--- config.mk ---
export PLATFORM = sky130hd
export DESIGN_NAME = alu_flags
export DESIGN_NICKNAME = d
export VERILOG_FILES = /design/src/rtl/alu_flags.sv
export SDC_FILE = /design/constraint.sdc
export NUM_CORES = 1
export LEC_CHECK = 0
export BUFFER_PORTS_ARGS = -buffer_cell sky130_fd_sc_hd__buf_2
export CAP_MARGIN = 10
export CORE_UTILIZATION = 57
export DETAILED_ROUTE_END_ITERATION = 10
export PLACE_DENSITY_LB_ADDON = 0.1
export SLEW_MARGIN = 20
export SYNTH_ARGS = -nofsm -noshare
export SYNTH_HDL_FRONTEND = slang
export SYNTH_SLANG_ARGS = --single-unit
export TNS_END_PERCENT = 1
--- constraint.sdc ---
create_clock -name clk -period 18.4 [get_ports clk]
set_input_delay 1.84 -clock clk [delete_from_list [all_inputs] [get_ports clk]]
set_output_delay 1.84 -clock clk [all_outputs]
set_load 0.05 [all_outputs]
--- src/rtl/alu_flags.sv ---
module alu_flags #(
  parameter int W = 8
) (
  input  logic         clk,
  input  logic         rst,
  input  logic [2:0]   op,
  input  logic [W-1:0] lhs,
  input  logic [W-1:0] rhs,
  input  logic         flag_en,
  output logic [W-1:0] res,
  output logic         f_ovf,
  output logic         f_dz,
  output logic         f_sgn
);
  localparam logic [2:0] OP_ADD  = 3'b000;
  localparam logic [2:0] OP_SUB  = 3'b001;
  localparam logic [2:0] OP_NADD = 3'b010;
  localparam logic [2:0] OP_AND  = 3'b011;
  localparam logic [2:0] OP_OR   = 3'b100;
  localparam logic [2:0] OP_XOR  = 3'b101;
  localparam logic [2:0] OP_DIV  = 3'b110;
  localparam int TOP = W - 1;

  logic         neg_l, neg_r, is_arith, div_zero;
  logic [W-1:0] inv_l, inv_r, nl_s, nr_s;
  logic [W-2:0] nl_c, nr_c;
  logic [W-1:0] ax, ay, sum, hp, hg, hg2, cy;
  logic [W-1:0] quo;
  logic [W:0]   rem;
  logic         ovf_n, dz_n, sgn_n;

  assign neg_l    = (op == OP_NADD);
  assign neg_r    = (op == OP_SUB);
  assign is_arith = (op == OP_ADD) || neg_l || neg_r;
  assign div_zero = (op == OP_DIV) && (rhs == '0);
  assign inv_l    = ~lhs;
  assign inv_r    = ~rhs;

  // two's-complement stages: invert, then a half-adder chain adds one
  for (genvar i = 0; i < W; i++) begin : g_neg
    if (i == 0) begin : g_lsb
      assign nl_s[0] = ~inv_l[0];
      assign nr_s[0] = ~inv_r[0];
      assign nl_c[0] = inv_l[0];
      assign nr_c[0] = inv_r[0];
    end else begin : g_up
      assign nl_s[i] = inv_l[i] ^ nl_c[i-1];
      assign nr_s[i] = inv_r[i] ^ nr_c[i-1];
      if (i < TOP) begin : g_carry
        assign nl_c[i] = inv_l[i] & nl_c[i-1];
        assign nr_c[i] = inv_r[i] & nr_c[i-1];
      end
    end
  end

  assign ax = neg_l ? nl_s : lhs;
  assign ay = neg_r ? nr_s : rhs;

  // ripple adder: half adder at bit 0, two half adders plus OR above
  for (genvar i = 0; i < W; i++) begin : g_add
    assign hp[i] = ax[i] ^ ay[i];
    assign hg[i] = ax[i] & ay[i];
    if (i == 0) begin : g_half
      assign sum[0] = hp[0];
      assign hg2[0] = 1'b0;
      assign cy[0]  = hg[0];
    end else begin : g_full
      assign sum[i] = hp[i] ^ cy[i-1];
      assign hg2[i] = hp[i] & cy[i-1];
      assign cy[i]  = hg[i] | hg2[i];
    end
  end

  // restoring unsigned divider
  always_comb begin
    rem = '0;
    quo = '0;
    for (int i = W - 1; i >= 0; i--) begin
      rem = {rem[W-1:0], lhs[i]};
      if (rem >= {1'b0, rhs}) begin
        rem    = rem - {1'b0, rhs};
        quo[i] = 1'b1;
      end
    end
  end

  always_comb begin
    unique case (op)
      OP_ADD, OP_SUB, OP_NADD: res = sum;
      OP_AND:                  res = lhs & rhs;
      OP_OR:                   res = lhs | rhs;
      OP_XOR:                  res = lhs ^ rhs;
      OP_DIV:                  res = div_zero ? '0 : quo;
      default:                 res = '0;
    endcase
  end

  assign ovf_n = is_arith & (cy[TOP] ^ cy[TOP-1]);
  assign dz_n  = div_zero;
  assign sgn_n = ~div_zero & (res[TOP] ^ lhs[TOP]);

  always_ff @(posedge clk) begin
    if (rst) begin
      f_ovf <= 1'b0;
      f_dz  <= 1'b0;
      f_sgn <= 1'b0;
    end else if (flag_en) begin
      f_ovf <= ovf_n;
      f_dz  <= dz_n;
      f_sgn <= sgn_n;
    end
  end

  assert_div_zero_result_R6: assert property (@(posedge clk) disable iff (rst)
    (op == OP_DIV && rhs == '0) |-> (res == '0));

  assert_div_zero_flags_R6: assert property (@(posedge clk) disable iff (rst)
    (flag_en && op == OP_DIV && rhs == '0) |=> (f_dz && !f_ovf && !f_sgn));

  assert_no_overflow_R7: assert property (@(posedge clk) disable iff (rst)
    (flag_en && (op == OP_AND || op == OP_OR || op == OP_XOR || op == OP_DIV)) |=> !f_ovf);

  assert_mixed_sign_add_R7: assert property (@(posedge clk) disable iff (rst)
    (flag_en && op == OP_ADD && lhs[TOP] != rhs[TOP]) |=> !f_ovf);

  assert_flags_hold_R9: assert property (@(posedge clk) disable iff (rst)
    !flag_en |=> ($stable(f_ovf) && $stable(f_dz) && $stable(f_sgn)));

  assert_reserved_zero_R11: assert property (@(posedge clk) disable iff (rst)
    (op == 3'b111) |-> (res == '0));
endmodule

==> impl_summary.log <==
INFO  metric top_level_ports = 33
INFO  metric wire_length_of_the_first_global_routing_pass = 20,000 um
INFO  metric synth_top_family_by_area = adder cells
INFO  metric synth_top_area_cell = ha_1
INFO  metric io_buffer_count = 32
INFO  metric postSynth.asyncResetShare = 0
INFO  metric cts_max_path_buffers = 2
INFO  metric design.final.nets = 735
INFO  metric clock_power_share = 0.041
INFO  metric timing.final.setup_violations = 0
INFO  metric cpMaxStageDelayCell = or4b_4
INFO  metric grt_antenna_before_repair = 0
INFO  metric power.share.switching = 0.490
INFO  metric synthSimpleGateAreaFrac = 0.202
INFO  metric number_of_distinct_standard_cells_referenced_by_the_synthesized_netlist = 70
INFO  metric hold_path_startpoint = f_sgn
INFO  metric timing.critical_path.required = 16.56 ns
INFO  metric fin_skew = 0 ns
INFO  metric worstReg2RegEnd = f_dz
INFO  metric netlist_top_cells_count = 85 x ha_1, 54 x nor2_1, 45 x a21oi_1
INFO  metric reg2reg_setup_slack = 17.79 ns
INFO  metric worst_slew_pin_slew = 1.28 ns
INFO  metric min_period_over_period = 0.981
INFO  metric power_frac_seq = 0.015
INFO  metric synthMostInstantiatedCell = ha_1
INFO  metric maxCapViolCount = 0
INFO  metric cts_hold_buffers = 0
INFO  metric cp_slowest_stage_delay = 0.53 ns
INFO  metric dieHeight = 87.2 um
INFO  metric cp_top_family = compound AO/OA/AOI/OAI gates
INFO  metric rows = 30
INFO  metric die_w = 87.2 um
INFO  metric drt_first_pass_iters = 5
INFO  metric power.switching = 0.000229 W
INFO  metric via_count = 4,496
INFO  metric hold_path.class = reg2reg
INFO  metric cts_sinks = 3
INFO  metric route.met3.wl = 841 um
INFO  metric die_area = 7610 um2
INFO  metric hold_depth = 2
INFO  metric hpwl = 9630 um
INFO  metric timing.setup.tns = 0 ns
INFO  metric timing.critical_path.to_type = output pin
INFO  metric vdd.ir_drop.worst = 54.9 uV
INFO  metric timing.critical_path.fanout_max = 6
INFO  metric area.growth.synth_to_final = 27.8%
INFO  metric initial_core_util = 0.600
INFO  metric ctsRootBufferMaster = clkbuf_8
INFO  metric residual_overflow_from_global_routing = 0
INFO  metric parity_gate_share_of_the_synthesized_area_counting_xor_and_xnor_cells = 0.0571
INFO  metric viasPerCell = 6.33
INFO  metric route.layer.met1.wl = 6010 um
INFO  metric power_report.internal_total = 0.000239 W
INFO  metric run_status = complete, no violations
INFO  metric number_of_enable_type_register_cells_in_the_synthesized_netlist = 0
INFO  metric postRouteWirelength = 13,400 um
INFO  metric hold_viol_final = 0
INFO  metric synth-adder-area-share = 0.320
INFO  metric timing.critical_path.from_type = primary input
INFO  metric worst-setup-path-type = in2out
INFO  metric slew_headroom = 0.138
INFO  metric gate_count_after_technology_mapping = 528
INFO  metric worstReg2RegStart = f_dz
INFO  metric globalRouteTotalUtil = 0.333
INFO  metric h-tree-depth = 1
INFO  metric clk_latency_worst_skew_pair = 0.21 ns
INFO  metric detail-route-antenna-nets = 0
INFO  metric route.met2.wl = 6240 um
INFO  metric syn_area_per_cell = 7.84 um2
INFO  metric postSynth.topFlopCell = dfxtp_1
INFO  metric synth_compound_gate_area_share = 0.244
INFO  metric grt_max_degree = 26
INFO  metric worst-r2r-cell-count = 2
INFO  metric critical_path_arrival = 16.21 ns
INFO  metric cts_tree = done
INFO  metric synth_seq_area_share = 0.0145
INFO  metric power_leakage = 2.49 nW
INFO  metric synth-seq-cells = 3
INFO  metric initialDrtViolationCount = 341
INFO  metric portion_of_netlist_area_occupied_by_mux_cells = 0.109
INFO  metric highest_clock_rate = 55.4 MHz
INFO  metric final.min_clock_period = 18.05 ns
INFO  metric synth-warning-count = 0
INFO  metric cts_made_buffers = 3
INFO  metric post_synth_main_area_contributors = ha_1 26%, fa_1 6.3%, a21oi_1 5.4%
INFO  metric n_antenna_cell = 0
INFO  metric worstPathBufferInverterCount = 11
INFO  metric final_layout_size_suffix_gt1_frac = 0.295
INFO  metric power_frac_comb = 0.944
INFO  metric slew_viol_final = 0
INFO  metric final.setup.worst_slack = 0.355 ns
INFO  metric cts.clk_slew.worst_paths = 0.03 ns
INFO  metric grt_pass1_vias = 4,104
INFO  metric place_worst_setup_slack = -0.610 ns
INFO  metric gp_congestion = 0.906
INFO  metric min_delay_worst_endpoint = f_sgn
INFO  metric top_signal_layer_used = met4
INFO  metric drc = 0
INFO  metric placeableCoreArea = 6910 um2
INFO  metric post_synth_instance_area = 4140 um2
INFO  metric synth.net_count = 648
INFO  metric synth_top_area_frac = 0.257
INFO  metric cell_pwr_density = 88.4 nW/um2
INFO  metric detail_route.wl_per_cell = 18.9 um
cell usage in the layout (no fill, tap or decap), types with 4 or more instances in the layout:
| cell type | n |
|---|---|
| xnor2_1 | 18 |
| buf_2 | 31 |
| nor2b_1 | 21 |
| mux2i_4 | 4 |
| nor2_1 | 52 |
| a21oi_2 | 11 |
| buf_6 | 4 |
| mux2_2 | 5 |
| o221ai_1 | 6 |
| a21o_1 | 6 |
| and3_1 | 4 |
| mux2i_1 | 13 |
| inv_1 | 43 |
| ha_4 | 12 |
| fa_1 | 13 |
| a21oi_1 | 32 |
| xor2_1 | 9 |
| ha_1 | 73 |
| nor3_1 | 12 |
| o21ai_2 | 4 |
| o21ai_0 | 16 |
| mux2_4 | 14 |
| nand2_1 | 17 |
| o21ai_1 | 11 |
| o22a_1 | 5 |
| nand2b_1 | 13 |
| buf_4 | 58 |
| nand3_1 | 5 |
| a22o_1 | 4 |
| nand4_1 | 10 |
| o21a_1 | 8 |
flip-flops by register name, summed over array words and instances, names as in the netlist:
name / cells
f_dz: 1
f_ovf: 1
f_sgn: 1
worst min-delay path: stages, from the launching register on:
cell	delay (ns)
dfxtp_1	0.30
nand2b_1	0.07
a21oi_1	0.06
how the worst max path moves through the flow:
| stage | from | endpoint | slack (ns) | cells after the start |
|---|---|---|---|---|
| floorplan | lhs[7] | res[0] | 0.05 | 83 |
| global placement | lhs[7] | res[0] | -0.10 | 72 |
| detailed placement | lhs[7] | res[0] | -0.61 | 75 |
| CTS | lhs[7] | res[0] | 0.02 | 75 |
| global route | lhs[7] | res[0] | -0.47 | 82 |
| finish | lhs[7] | res[0] | 0.35 | 79 |
power groups by stage:
stage                     Clock [W]  Combinational (W)  Sequential (W)
after floorplan                   0           0.000281      0.00000853
after global placement            0           0.000346      0.00000717
after detailed placement          0           0.000355      0.00000719
after CTS                 0.0000197           0.000372      0.00000712
after global routing      0.0000198           0.000475      0.00000714
final                     0.0000190           0.000442      0.00000712
per-layer routing:
metal | vias to the layer above | global-route usage
li1 | 2119 | -
met1 | 2153 | 0.469
met2 | 199 | 0.545
met3 | 25 | 0.0190
met4 | 0 | 0.0969
met5 | - | 0
kinds of logic after synthesis:
group,count (synthesis)
adders and majority gates,98
AOI/OAI and AO/OA,145
and+or+nand+nor,161
DFF,3
xor gates and xnor gates,27
buffers and inverters,55
muxes,39
layout make-up:
cell class                      count  area [um2]
Tap cell                           96         120
Inverter                           44         165
Timing Repair Buffer               93         636
Fill cell                         533        1610
Clock buffer                        4        45.0
Sequential cell                     3        60.1
Multi-Input combinational cell    470        4270
per-stage QoR:
stage          hold slack, ns  cells  total power [W]  area, um2   util
4_1_cts                 0.483    691         0.000398       4810  0.697
2_1_floorplan           0.684    528         0.000290       4180      -
6_report                0.481    710         0.000468       5290  0.766
3_3_place_gp            0.449    683         0.000354       4690  0.679
5_1_grt                 0.503    710         0.000502       5290  0.766
3_5_place_dp            0.454    683         0.000362       4690  0.679
what timing repair did:
action / in CTS / in global routing
resized for setup: 14 / 69
pin swaps: 2 / 34
buffers inserted: 4 / 18
cloned: 0 / 1
endpoints found under the setup margin: 1 / 1
endpoints found under the hold margin: 0 / 0
Power figures use the tool's default switching activity.
